===== src/rtl/scan_seq_pkg.sv =====
// Shared types of the angle scan sequencer.
// Assumes: nothing beyond IEEE 1800-2017.
package scan_seq_pkg;
    typedef enum logic [1:0] {
        ST_IDLE,
        ST_PICK,
        ST_SETTLE,
        ST_SEARCH
    } seq_state_t;
endpackage


===== src/rtl/scan_pass_sched.sv =====
// Per-slot pass counters: decides which scan-list slots run on the pass
// that the current peak starts.
// Assumes: pass_i is a one-cycle pulse per carrier peak; a divisor of 0
// disables its slot.
module scan_pass_sched #(
    parameter int NSLOT = 6,
    parameter int DIV_W = 4,
    parameter int LEN_W = 3
) (
    input  logic                   clk,
    input  logic                   rst_n,
    input  logic                   pass_i,
    input  logic [LEN_W-1:0]       len_i,
    input  logic [NSLOT*DIV_W-1:0] div_i,
    output logic [NSLOT-1:0]       visit_o
);
    for (genvar s = 0; s < NSLOT; s++) begin : g_slot
        logic [DIV_W-1:0] cnt_q;
        logic [DIV_W-1:0] div;
        assign div = div_i[s*DIV_W +: DIV_W];
        assign visit_o[s] = (div != '0) && (cnt_q == '0) && (LEN_W'(s) < len_i);

        // Advance this slot's pass count, wrapping at its divisor.
        always_ff @(posedge clk) begin
            if (!rst_n) begin
                cnt_q <= '0;
            end else if (pass_i) begin
                if (div == '0 || cnt_q >= div - 1'b1) cnt_q <= '0;
                else                                  cnt_q <= cnt_q + 1'b1;
            end
        end
    end
endmodule


===== src/rtl/scan_first_pick.sv =====
// Finds the lowest set bit of a pending-slot mask.
// Assumes: N >= 2.
module scan_first_pick #(
    parameter int N   = 6,
    parameter int IDW = 3
) (
    input  logic [N-1:0]   vec_i,
    output logic           found_o,
    output logic [IDW-1:0] idx_o
);
    // Scan downward so the lowest set bit wins.
    always_comb begin
        found_o = 1'b0;
        idx_o   = '0;
        for (int i = N - 1; i >= 0; i--) begin
            if (vec_i[i]) begin
                found_o = 1'b1;
                idx_o   = IDW'(i);
            end
        end
    end
endmodule


===== src/rtl/scan_sar_engine.sv =====
// Binary-angle successive-approximation engine: one decision per clock,
// from the MSB down.
// Assumes: cmp_i responds combinationally to trial_o; clear_i wins over
// start_i; NBITS >= 2.
module scan_sar_engine #(
    parameter int NBITS = 8
) (
    input  logic             clk,
    input  logic             rst_n,
    input  logic             clear_i,
    input  logic             start_i,
    input  logic             cmp_i,
    output logic [NBITS-1:0] trial_o,
    output logic             final_o,
    output logic [NBITS-1:0] word_o
);
    localparam int PTR_W = $clog2(NBITS);

    logic [NBITS-1:0] trial_q;
    logic [PTR_W-1:0] ptr_q;
    logic [PTR_W-1:0] ptr_dn;
    logic             act_q;

    assign ptr_dn  = ptr_q - PTR_W'(1);
    assign trial_o = trial_q;
    assign final_o = act_q && (ptr_q == '0);
    assign word_o  = {trial_q[NBITS-1:1], cmp_i};

    // Load, step or clear the trial word and its bit pointer.
    always_ff @(posedge clk) begin
        if (!rst_n || clear_i) begin
            trial_q <= '0;
            ptr_q   <= '0;
            act_q   <= 1'b0;
        end else if (start_i) begin
            trial_q <= {1'b1, {(NBITS-1){1'b0}}};
            ptr_q   <= PTR_W'(NBITS - 1);
            act_q   <= 1'b1;
        end else if (act_q) begin
            trial_q[ptr_q] <= cmp_i;
            if (ptr_q != '0) begin
                trial_q[ptr_dn] <= 1'b1;
                ptr_q           <= ptr_dn;
            end else begin
                act_q <= 1'b0;
            end
        end
    end
endmodule


===== src/rtl/angle_scan_seq.sv =====
// Multichannel sequencer: strobes all sample-holds at the carrier peak,
// then converts the scheduled slots one by one with a settle wait and a
// successive-approximation search.
// Assumes: cmp_i is valid in the same cycle as trial_o; a peak always
// starts a new pass and abandons any pass still running.
module angle_scan_seq #(
    parameter int NCH   = 4,
    parameter int NBITS = 8,
    parameter int NSLOT = 6,
    parameter int DIV_W = 4,
    parameter int SET_W = 4,
    localparam int CH_W   = (NCH > 1) ? $clog2(NCH) : 1,
    localparam int LEN_W  = $clog2(NSLOT + 1),
    localparam int SLOT_W = (NSLOT > 1) ? $clog2(NSLOT) : 1
) (
    input  logic                   clk,
    input  logic                   rst_n,
    input  logic                   peak_i,
    input  logic [LEN_W-1:0]       list_len_i,
    input  logic [NSLOT*CH_W-1:0]  list_chan_i,
    input  logic [NSLOT*DIV_W-1:0] list_div_i,
    input  logic [SET_W-1:0]       settle_i,
    input  logic                   cmp_i,
    output logic                   sh_strobe_o,
    output logic [CH_W-1:0]        mux_sel_o,
    output logic [NBITS-1:0]       trial_o,
    output logic                   busy_o,
    output logic                   overrun_o,
    output logic                   res_valid_o,
    output logic [CH_W-1:0]        res_chan_o,
    output logic [NBITS-1:0]       res_word_o,
    output logic [NCH*NBITS-1:0]   results_o
);
    import scan_seq_pkg::*;

    seq_state_t        state_q;
    logic [NSLOT-1:0]  pend_q;
    logic [SET_W-1:0]  wait_q;
    logic [CH_W-1:0]   sel_q;
    logic              strobe_q;
    logic              ovr_q;
    logic              vld_q;
    logic [CH_W-1:0]   chan_q;
    logic [NBITS-1:0]  word_q;
    logic [NSLOT-1:0]  visit_now;
    logic              pick_found;
    logic [SLOT_W-1:0] pick_idx;
    logic              sar_clear;
    logic              sar_start;
    logic              sar_final;
    logic [NBITS-1:0]  sar_trial;
    logic [NBITS-1:0]  sar_word;
    logic              store_en;

    scan_pass_sched #(.NSLOT(NSLOT), .DIV_W(DIV_W), .LEN_W(LEN_W)) u_sched (
        .clk     (clk),
        .rst_n   (rst_n),
        .pass_i  (peak_i),
        .len_i   (list_len_i),
        .div_i   (list_div_i),
        .visit_o (visit_now)
    );

    scan_first_pick #(.N(NSLOT), .IDW(SLOT_W)) u_pick (
        .vec_i   (pend_q),
        .found_o (pick_found),
        .idx_o   (pick_idx)
    );

    scan_sar_engine #(.NBITS(NBITS)) u_sar (
        .clk     (clk),
        .rst_n   (rst_n),
        .clear_i (sar_clear),
        .start_i (sar_start),
        .cmp_i   (cmp_i),
        .trial_o (sar_trial),
        .final_o (sar_final),
        .word_o  (sar_word)
    );

    // Engine control and result write enable, derived from the state.
    always_comb begin
        sar_clear = peak_i || (state_q == ST_PICK);
        sar_start = (state_q == ST_SETTLE) && (wait_q == '0);
        store_en  = !peak_i && (state_q == ST_SEARCH) && sar_final;
    end

    // Pass sequencing: start or restart, pick the next slot, settle, search.
    always_ff @(posedge clk) begin
        if (!rst_n) begin
            state_q  <= ST_IDLE;
            pend_q   <= '0;
            wait_q   <= '0;
            sel_q    <= '0;
            strobe_q <= 1'b0;
            ovr_q    <= 1'b0;
            vld_q    <= 1'b0;
            chan_q   <= '0;
            word_q   <= '0;
        end else begin
            strobe_q <= peak_i;
            ovr_q    <= peak_i && (state_q != ST_IDLE);
            vld_q    <= 1'b0;
            if (peak_i) begin
                pend_q  <= visit_now;
                state_q <= ST_PICK;
            end else begin
                case (state_q)
                    ST_IDLE: ;
                    ST_PICK: begin
                        if (pick_found) begin
                            sel_q            <= list_chan_i[pick_idx*CH_W +: CH_W];
                            pend_q[pick_idx] <= 1'b0;
                            wait_q           <= settle_i;
                            state_q          <= ST_SETTLE;
                        end else begin
                            state_q <= ST_IDLE;
                        end
                    end
                    ST_SETTLE: begin
                        if (wait_q == '0) state_q <= ST_SEARCH;
                        else              wait_q  <= wait_q - 1'b1;
                    end
                    ST_SEARCH: begin
                        if (sar_final) begin
                            vld_q   <= 1'b1;
                            chan_q  <= sel_q;
                            word_q  <= sar_word;
                            state_q <= ST_PICK;
                        end
                    end
                    default: state_q <= ST_IDLE;
                endcase
            end
        end
    end

    for (genvar c = 0; c < NCH; c++) begin : g_res
        logic [NBITS-1:0] res_q;
        assign results_o[c*NBITS +: NBITS] = res_q;

        // Hold the last finished word of channel c.
        always_ff @(posedge clk) begin
            if (!rst_n)                              res_q <= '0;
            else if (store_en && sel_q == CH_W'(c))  res_q <= sar_word;
        end
    end

    assign sh_strobe_o = strobe_q;
    assign mux_sel_o   = sel_q;
    assign trial_o     = sar_trial;
    assign busy_o      = (state_q != ST_IDLE);
    assign overrun_o   = ovr_q;
    assign res_valid_o = vld_q;
    assign res_chan_o  = chan_q;
    assign res_word_o  = word_q;
endmodule


===== config.mk =====
export PLATFORM = sky130hd
export DESIGN_NAME = angle_scan_seq
export DESIGN_NICKNAME = d
export VERILOG_FILES = /design/src/rtl/scan_seq_pkg.sv /design/src/rtl/scan_pass_sched.sv /design/src/rtl/scan_first_pick.sv /design/src/rtl/scan_sar_engine.sv /design/src/rtl/angle_scan_seq.sv
export SDC_FILE = /design/constraint.sdc
export NUM_CORES = 1
export LEC_CHECK = 0
export BUFFER_PORTS_ARGS = -buffer_cell sky130_fd_sc_hd__clkbuf_2
export CAP_MARGIN = 20
export CORE_MARGIN = 4
export CORE_UTILIZATION = 42
export CTS_CLUSTER_SIZE = 28
export DETAILED_ROUTE_END_ITERATION = 16
export PLACE_DENSITY = 0.65
export SYNTH_ARGS = -nofsm -noshare
export SYNTH_HDL_FRONTEND = slang
export SYNTH_SLANG_ARGS = --single-unit

===== constraint.sdc =====
create_clock -name clk -period 5.97 [get_ports clk]
set_clock_uncertainty 0.15 [all_clocks]
set_input_delay 0 -clock clk [delete_from_list [all_inputs] [get_ports clk]]
set_output_delay 0 -clock clk [all_outputs]
set_load 0.05 [all_outputs]

* After elaboration in Yosys (flattened, before gate mapping) *
Cells that the tools add are included.

word-level totals
  input port bits = 47
  output and inout bits = 56
  register bits = 95

cells by class
  reduce and logical (&&, ||, !) cells = 74
  multiplexer cells = 46
  bitwise logic cells = 6
  order comparisons = 18
  add/sub/neg operators = 14
  shift-type cells = 1
  eq/ne operators = 12

operator list
  cell                                                               number
  zero test 4 bit                                                    13
  2-to-1 mux 4 bit                                                   8
  nonzero test 4 bit                                                 7
  subtractor 4 x 1 -> 4 bit, second input constant                   7
  2-to-1 mux 3 bit                                                   9
  adder 4 x 1 -> 4 bit, second input constant                        6
  greater-or-equal comparator 4 bit                                  6
  logical AND 1 bit                                                  24
  2-to-1 mux 8 bit                                                   3
  2-to-1 mux 6 bit                                                   3
  2-to-1 mux 1 bit                                                   14
  < comparator 3 x 4 -> 1 bit, second input constant                 3
  AND reduction 3 bit                                                4
  nonzero test 2 bit                                                 6
  variable part select 12 x 5 -> 2 bit                               1
  demux 1 bit (select 3 bit)                                         3
  greater-or-equal comparator 3 x 1 -> 1 bit, second input constant  3
  bitwise mux 8 bit                                                  1
  equality test 2 bit, second input constant                         4
  logical OR 1 bit                                                   8
  OR 8 bit                                                           1
  case mux 4 bit (2 select lines)                                    1
  AND 6 bit                                                          1
  < comparator 1 x 3 -> 1 bit, first input constant                  2
  other kinds (20)                                                   33

* Logic depth before layout (Yosys ltp) *
Gate-level depths: netlist of run 1.

  depth in word-level cells = 15
  depth in mapped cells = 9

* Modules after synthesis *
A second synthesis of run 1 with hierarchy kept.

unflattened totals
  cell total of the unflattened synthesis = 657
  area, all modules = 5,646.7 sq um

modules (own cells, without submodules)
  module           cells each  times used  seq. area each (sq um)  area an instance (sq um)
  angle_scan_seq   264         1           1,181.1                 2,479.9
  scan_pass_sched  278         1           480.5                   2,254.7
  scan_sar_engine  105         1           240.2                   854.6
  scan_first_pick  10          1           0.0                     57.6

* Least setup slack after synthesis of run 1 *
Ideal clock, no wire load.

  path type = register to register
  start = register u_sar.ptr_q[0]
  end = register g_res[0].res_q[5]
  setup time = 0.118 ns
  setup slack = 3.966 ns
  data required time = 5.702 ns
  stages on the path, launching flop included = 10
  arrival time = 1.736 ns
  buffers on the path = 2
  cell sequence = dfxtp_1 clkbuf_1 inv_1 ha_1 nand2_1 nor4_4 nor3b_1 buf_2 mux2i_1 nor2b_1

on the way
  longest elaborated chain between the ends = 4

ends and longest elaborated chain
  element                 line                   RTL
  from (decl)             scan_sar_engine.sv:20  logic [PTR_W-1:0] ptr_q;
  from (signal assigned)  scan_sar_engine.sv:37  ptr_q <= PTR_W'(NBITS - 1);
  from (signal assigned)  scan_sar_engine.sv:43  ptr_q <= ptr_dn;
  zero test 3 bit         scan_sar_engine.sv:26  assign final_o = act_q && (ptr_q == '0);
  logical AND 1 bit       scan_sar_engine.sv:26
  logical AND 1 bit       angle_scan_seq.sv:85   store_en = !peak_i && (state_q == ST_SEARCH) && sar_final;
  logical AND 1 bit       angle_scan_seq.sv:145  else if (store_en && sel_q == CH_W'(c)) res_q <= sar_word;
  to (signal assigned)    angle_scan_seq.sv:145
  to (decl)               angle_scan_seq.sv:139  logic [NBITS-1:0] res_q;

Every way passes these cells.
A chain may end at the register's enable or synchronous reset.

* Worst setup path in the final report of run 1 *
  start = register u_sar.ptr_q[0]
  end = register g_res[3].res_q[1]

on the way
  longest elaborated chain between the ends = 4

ends and longest elaborated chain
  element               line
  zero test 3 bit       scan_sar_engine.sv:26
  logical AND 1 bit     scan_sar_engine.sv:26
  logical AND 1 bit     angle_scan_seq.sv:85
  logical AND 1 bit     angle_scan_seq.sv:145
  to (signal assigned)  angle_scan_seq.sv:145
  to (decl)             angle_scan_seq.sv:139

Every way passes these cells.

==> results of run 1 <==
-- synth_stat cells (13+ instances only) --
cell      count
inv_1        43
nor3_1       26
dfxtp_1      95
nand2b_1     18
xnor2_1      19
nor2b_1      44
mux2i_1      51
a21oi_1      31
ha_1         49
clkbuf_1     13
nand2_1      25
nor2_1       42
o21ai_0      19
-- routing by layer --
| layer | part of all wire [%] | GRT usage (%) | up-vias |
|---|---|---|---|
| met5 | 0 | 0 | - |
| met4 | 1.6 | 5.45 | 0 |
| met3 | 5.8 | 3.37 | 17 |
| met2 | 49 | 30.7 | 120 |
| met1 | 44 | 21.0 | 2071 |
| li1 | - | - | 2265 |
-- cells in the final DEF, fill, tap and decap left out, drive strengths merged, types with 3 or more instances in the layout --
master	Yosys	layout
nand2b	19	19
nand2	25	25
a211oi	9	9
o21bai	6	6
nand4	9	9
buf	8	3
mux2	7	7
o21ai	20	20
a21oi	32	32
ha	49	49
dfxtp	95	95
or2	7	7
nor3	26	26
nor2	42	42
nor2b	44	44
mux2i	51	51
nand3	6	6
xnor2	19	19
inv	43	45
xor2	7	7
a22o	7	7
nor4	4	4
clkbuf	14	113
nor3b	10	10
dlygate4sd3	0	16
-- worst min-delay path, stage by stage --
cell and delay [ns]:
clkbuf_2 0.10, nor3b_1 0.08, o32ai_1 0.28
-- kinds of logic (layout without fill, tap and decap cells) --
kind of cell               Yosys count  after routing  share of synthesized area, %
buffers and inverters               65            180                          5.01
xor gates and xnor gates            26             26                          4.26
adders and majority gates           49             49                          11.5
muxes                               58             58                          11.0
and+or+nand+nor                    204            204                          21.1
DFF                                 95             95                          35.6
AOI/OAI and AO/OA                   94             94                          11.5
-- flip-flops by register name, indices dropped and copies added (netlist names) --
register and cells:
sh_strobe_o 1, state_q 2, mux_sel_o 2, res_word_o 8, overrun_o 1, u_sar.act_q 1
res_chan_o 2, u_sar.ptr_q 3, pend_q 6, u_sched.g_slot.cnt_q 24, u_sar.trial_o 8, wait_q 4
res_valid_o 1, g_res.res_q 32
-- stage by stage --
| step | instances | hold slack (ns) |
|---|---|---|
| final | 874 | 0.0177 |
| after global routing | 874 | 0.0250 |
| after CTS | 874 | 0.00240 |
| after detailed placement | 842 | 0.195 |
| after global placement | 842 | 0.187 |
| after floorplan | 591 | 0.0166 |
-- final cells by class --
cell class                 count  area [sq um]  area share (%)
clock buffer                  11           233            3.62
inverter                      43           161            2.51
sequential                    95          1900            29.5
clock inverter                 5          65.1            1.01
tap                          168           210            3.27
multi-input combinational    431          3170            49.3
timing repair buffer         121           693            10.8
-- power groups by stage --
stage               clock network, uW  logic [uW]  registers, uW
finish                            575         203            667
global route                      614         230            669
CTS                               586         204            666
detailed placement                  0         195            681
global placement                    0         187            680
floorplan                           0         140            680
-- final timing paths --
path,from,to,depth (start not counted)
setup / recovery,u_sar.ptr_q[0]$_SDFFE_PP0P_,g_res[3].res_q[1]$_SDFFE_PN0P_,7
setup reg to reg,u_sar.ptr_q[0]$_SDFFE_PP0P_,g_res[3].res_q[1]$_SDFFE_PN0P_,7
hold reg to reg,wait_q[3]$_SDFFE_PN0P_,wait_q[3]$_SDFFE_PN0P_,1
hold / removal,list_div_i[3],pend_q[0]$_SDFFE_PN0P_,3
==> impl_results.md, run 1 <==
* Status: complete, no violations
* PwrDens at 224 mW/mm^2
* Slowest CP cell: nor4_4
* Buf+Inv Stages, Crit Path at 1
* Critical path arrival at 2.94 ns
* Post-synthesis register bit count at 95
* CTS resizes at 0
* HPWL Detailed at 9460 microns
* Crit end category: register
* Initial antenna violation count at 0
* CP peak stage delay at 0.76 ns
* RSZ-0062 raised after global routing: false
* Post-synth top area cell: dfxtp_1
* Final setup fails at 0
* 1st-iter DRT viols at 287
* CTS Buf Count at 9
* Sw Ratio at 25.9%
* Critical setup path kind: register to register
* Final worst setup slack at 3.09 ns
* Synth top area cells: dfxtp_1 36%, ha_1 11%, mux2i_1 9.6%
* Post-layout util at between 50% and 60%
* DRC Markers at 0
* Post-CTS setup buffers at 0
* Worst skew pair latency at 0.34 ns
* Synth top area share at 35.6%
* Critical path, cell by cell: inv_1, ha_1, nand2_1, nor4_4, nand3_1, mux2i_1, nor2_1
* MaxCap Viol Count at 0
* CTS sink cnt at 95
* Critical Path Fanout Max at 14
* FF-to-FF setup slack at 3.09 ns
* Fin. max-slew vios at 0
* Initial Util at 43.8%
* Avg Synthesized Cell Area at 9.04 sq um
* Final Power at around 1400 uW
* DIE AREA at around 0.015 sq mm
* Fillers at 1,160
* Relative slew slack at 34.0%
* DP Worst Slack at a little over 3 ns
* CTS Hold Bufs at 16
* Vias at around 4,500
* CTS tree: yes
* First-pass GRT wire length at between 20,000 and 25,000 microns
* Comb power frac at about 14%
* Min-Delay Path Class: input pin to register
* Final wirelength at 12,800 microns
* Clock root cell: clkbuf_16
* Sequential-to-total area share from yosys stat at ~36%
* Nets at approximately 800
* CTS H-Tree Depth at 3
* Max Freq at 347 MHz
* Cell Int Power at 1070 uW
* CP required at 6.03 ns
* CP top delay family: simple AND/OR/NAND/NOR gates
* P_sw at 375 uW
* CTS Buffer Depth at 2
* Vias in the first global route at 4,348
* Die W at 121 microns
* Fin crit share at 48.3%
* Die span in y at 121 microns
* Count of unique library cells instantiated by Yosys at 55
* Final ANT Viol Nets at 0
* Post-synth EDFFs at 0
* Core ar. at between 0.01 and 0.015 sq mm
* Top Ports at 103
* Synth warnings at 0
* Largest net degree at the start of global routing at 56
* # diodes at 0
* Synth Cell Area at 0.00534 sq mm
* Measured slew at the worst slew-check pin at slightly below 1 ns
* Drt pass-1 iters at 4
* Worst setup SP type: register
* GR Overflow Total at 0
* Syn Inst Count at 591
* Leakage at 0.00275 uW
* Routed WL per cell at between 10 and 15 microns
* FFs w/ async S/R, synth at 0%
* Post-DP Area at 0.00598 sq mm
* Fin crit period at approximately 2.9 ns
* GRT Util Overall at 17.3%
* Peak VDD IR at about 0.11 mV
* Total negative setup slack at 0 ns
* Design Area, Final at roughly 0.0064 sq mm
* Primary FF master, synth: dfxtp_1
* Layout area overhead at 20.5%
* Final Hold Viols at 0
* Row count at 40
* Clock-pin transition on the worst setup and hold timing paths at approximately 0.07 ns
* Via/cell ratio at 5.12
* Buffers added on ports at about 100
* Seq pwr share at 46.1%
* GPL Wtd Cong at 0.832
* Layout cells sized above 1 at 19.5%
* Clk pwr share at 39.8%
* Syn nets at 687
No activity file was read; power rests on OpenSTA's default activity.
==> inputs of run 2 (changes only) <==
Clock period 5.97 ns to 2.9 ns, I/O delays scaled along.
==> run 2 against run 1 <==
Against the previous run: worst setup slack lost 2.8 ns; utilization rose by 0.19 points; largest power group unchanged; sequential share of layout area fell by 0.11 points; combinational power increased by 110%; critical path type is now input pin to register; design area up 0.37%; cell count rose by 0.46%; hold slack lost 0.011 ns; non-clock buffer count increased by 4.
==> impl_results.md, run 2 (same netlist as run 1, synthesis figures left out) <==
* # diodes at 0 (unchanged)
* Hold Crit Start: cmp_i
* Critical setup path kind: input pin to register
* DIE AREA at 0.0146 sq mm (unchanged)
* CTS tree: yes
* Clock-pin transition on the worst setup and hold timing paths at 0.07 ns (about the same)
* Comb power frac at 14.2% (about the same)
* P_sw at 806 uW (+120%)
* Vias in the first global route at 4,401 (+1.2%)
* Final Hold Viols at 0 (unchanged)
* Core ar. at 0.0122 sq mm (unchanged)
* Worst skew pair latency at 0.34 ns (about the same)
* Fin. max-slew vios at 0 (unchanged)
* Reg2reg end: mux_sel_o[0]$_SDFFE_PN0P_
* Layout cells sized above 1 at 20.1% (+0.59 points)
* Vias at 4,526 (+1.2%)
* Initial antenna violation count at 0 (unchanged)
* Measured slew at the worst slew-check pin at 0.521 ns (-0.462 ns)
* CTS Buf Count at 9 (unchanged)
* Post-CTS setup buffers at 0 (unchanged)
* PwrDens at 454 mW/mm^2 (+100%)
* Final wirelength at 12,700 microns (-0.65%)
* Status: complete, no violations
* FF-to-FF setup slack at 0.46 ns (-2.63 ns)
* Drt pass-1 iters at 4 (unchanged)
* Nets at 801 (+0.50%)
* HPWL Detailed at 9740 microns (+3.0%)
* Clk pwr share at 39.0% (-0.8 points)
* Total negative setup slack at 0 ns (unchanged)
* RR Startpoint: pend_q[1]$_SDFFE_PN0P_
* Critical path arrival at 2.74 ns (-0.20 ns)
* Clock root cell: clkbuf_16
* Reg2Reg Depth at 6 (-1)
* Via/cell ratio at 5.15 (+0.72%)
* Relative slew slack at 65.2% (+31 points)
* Min-Delay Path Class: input pin to register
* Initial Util at 43.8% (unchanged)
* Max Freq at 384 MHz
* Max reg flops at 32 (unchanged)
* Routed WL per cell at 14.5 microns (-1.1%)
* Final worst setup slack at 0.299 ns (-2.79 ns)
* CTS Buffer Depth at 2 (unchanged)
* Peak VDD IR at 0.326 mV (+190%)
* Final ANT Viol Nets at 0 (unchanged)
* Leakage at 0.00276 uW (+0.53%)
* Sw Ratio at 27.5% (+1.5 points)
* MaxCap Viol Count at 0 (unchanged)
* Fin crit period at 2.60 ns
* GRT Util Overall at 17.8% (+0.58 points)
* Seq pwr share at 46.7% (+0.6 points)
* GPL Wtd Cong at 0.926 (+11%)
* Largest regs: g_res.res_q: 32 flops, u_sched.g_slot.cnt_q: 24 flops
* Largest net degree at the start of global routing at 52 (-7.1%)
* Critical Path Fanout Max at 10 (-4)
* Layout area overhead at 20.9%
* Hold endpoint: g_res[3].res_q[0]$_SDFFE_PN0P_
* Buffers added on ports at 102 (unchanged)
* First-pass GRT wire length at 21,400 microns (+4.6%)
* CTS resizes at 0 (unchanged)
* Commonest non-fill, non-tap cell in the layout: clkbuf_2
* Most frequent cells in the layout: 102 x clkbuf_2, 95 x dfxtp_1, 51 x mux2i_1
* 1st-iter DRT viols at 313 (+9.1%)
* Worst setup SP type: input pin
* Hold path depth at 3 (unchanged)
* RSZ-0062 raised after global routing: false
* Crit end category: register
* Die span in y at 121 microns (unchanged)
* GR Overflow Total at 0 (unchanged)
* Die W at 121 microns (unchanged)
* Cell Int Power at 2130 uW (+99%)
* CTS H-Tree Depth at 3 (unchanged)
* CP required at 3.04 ns (-2.99 ns)
* Fin crit share at 89.7%
* Top Ports at 103 (unchanged)
* CTS sink cnt at 95 (unchanged)
* Top reg by flops: g_res.res_q
* DRC Markers at 0 (unchanged)
* Final setup fails at 0 (unchanged)
* Row count at 40 (unchanged)
* DP Worst Slack at 0.678 ns (-2.43 ns)
* CTS Hold Bufs at 17 (+1)
==> run 2: cell count changes in the layout (fill, tap and decap cells not counted), sizes merged <==
| cell | before | now |
|---|---|---|
| clkbuf | 113 | 111 |
| clkinvlp | 0 | 1 |
| inv | 45 | 47 |
| buf | 3 | 6 |
| bufinv | 1 | 0 |
| dlygate4sd3 | 16 | 17 |
==> run 2: stage by stage <==
step                      utilization, %  hold slack, ns  total power [uW]  cells  instance area [sq um]
after floorplan                        -          0.0166              1690    591                   5340
after global placement              49.1           0.177              1790    845                   6000
after detailed placement            49.1           0.190              1800    845                   6000
after global routing                52.9          0.0418              3080    878                   6460
final                               52.9         0.00630              2940    878                   6460
after CTS                           52.9         0.00231              2960    878                   6460
==> run 2: area by class of cell <==
class                   instances  area [sq um]
inverters                      43           161
well taps                     168           210
repair buffers                125           726
fillers                      1197          5750
clock buffers                   9           225
multi-input cells             431          3170
clock inverters                 7          63.8
flip-flops and latches         95          1900
==> run 2: critical path, cell delays in order <==
cell and delay, ns:
dlygate4sd3_1 0.52, clkbuf_2 0.23, nand2_1 0.37, nor3_1 0.26
nand4_1 0.11, dlygate4sd3_1 0.56, o21ai_0 0.13, dlygate4sd3_1 0.56
==> run 2: power groups by stage <==
stage | combinational, uW | clock (uW) | sequential, uW
2_1_floorplan | 288 | 0 | 1400
3_3_place_gp | 388 | 0 | 1400
3_5_place_dp | 403 | 0 | 1400
4_1_cts | 423 | 1170 | 1370
5_1_grt | 479 | 1230 | 1380
6_report | 418 | 1150 | 1370
==> run 2: worst max-delay path by stage <==
stage          depth (start not counted)                         from                              to  slack [ns]
6_report                               8                       peak_i          pend_q[5]$_SDFFE_PN0P_        0.30
5_1_grt                                8                       peak_i          pend_q[5]$_SDFFE_PN0P_        0.06
4_1_cts                                8                       peak_i          pend_q[5]$_SDFFE_PN0P_        0.23
3_5_place_dp                           7  u_sar.ptr_q[0]$_SDFFE_PP0P_  g_res[1].res_q[3]$_SDFFE_PN0P_        0.68
3_3_place_gp                           7  u_sar.ptr_q[0]$_SDFFE_PP0P_  g_res[2].res_q[3]$_SDFFE_PN0P_        0.77
2_1_floorplan                          9  u_sar.ptr_q[0]$_SDFFE_PP0P_  g_res[0].res_q[6]$_SDFFE_PN0P_        0.90
==> run 2: routing by layer <==
layer	routed length, microns	GRT usage, %	vias to the layer above
met5	0	0	-
li1	-	-	2289
met4	101	4.53	0
met2	6220	31.8	105
met3	656	3.98	8
met1	5720	21.7	2124
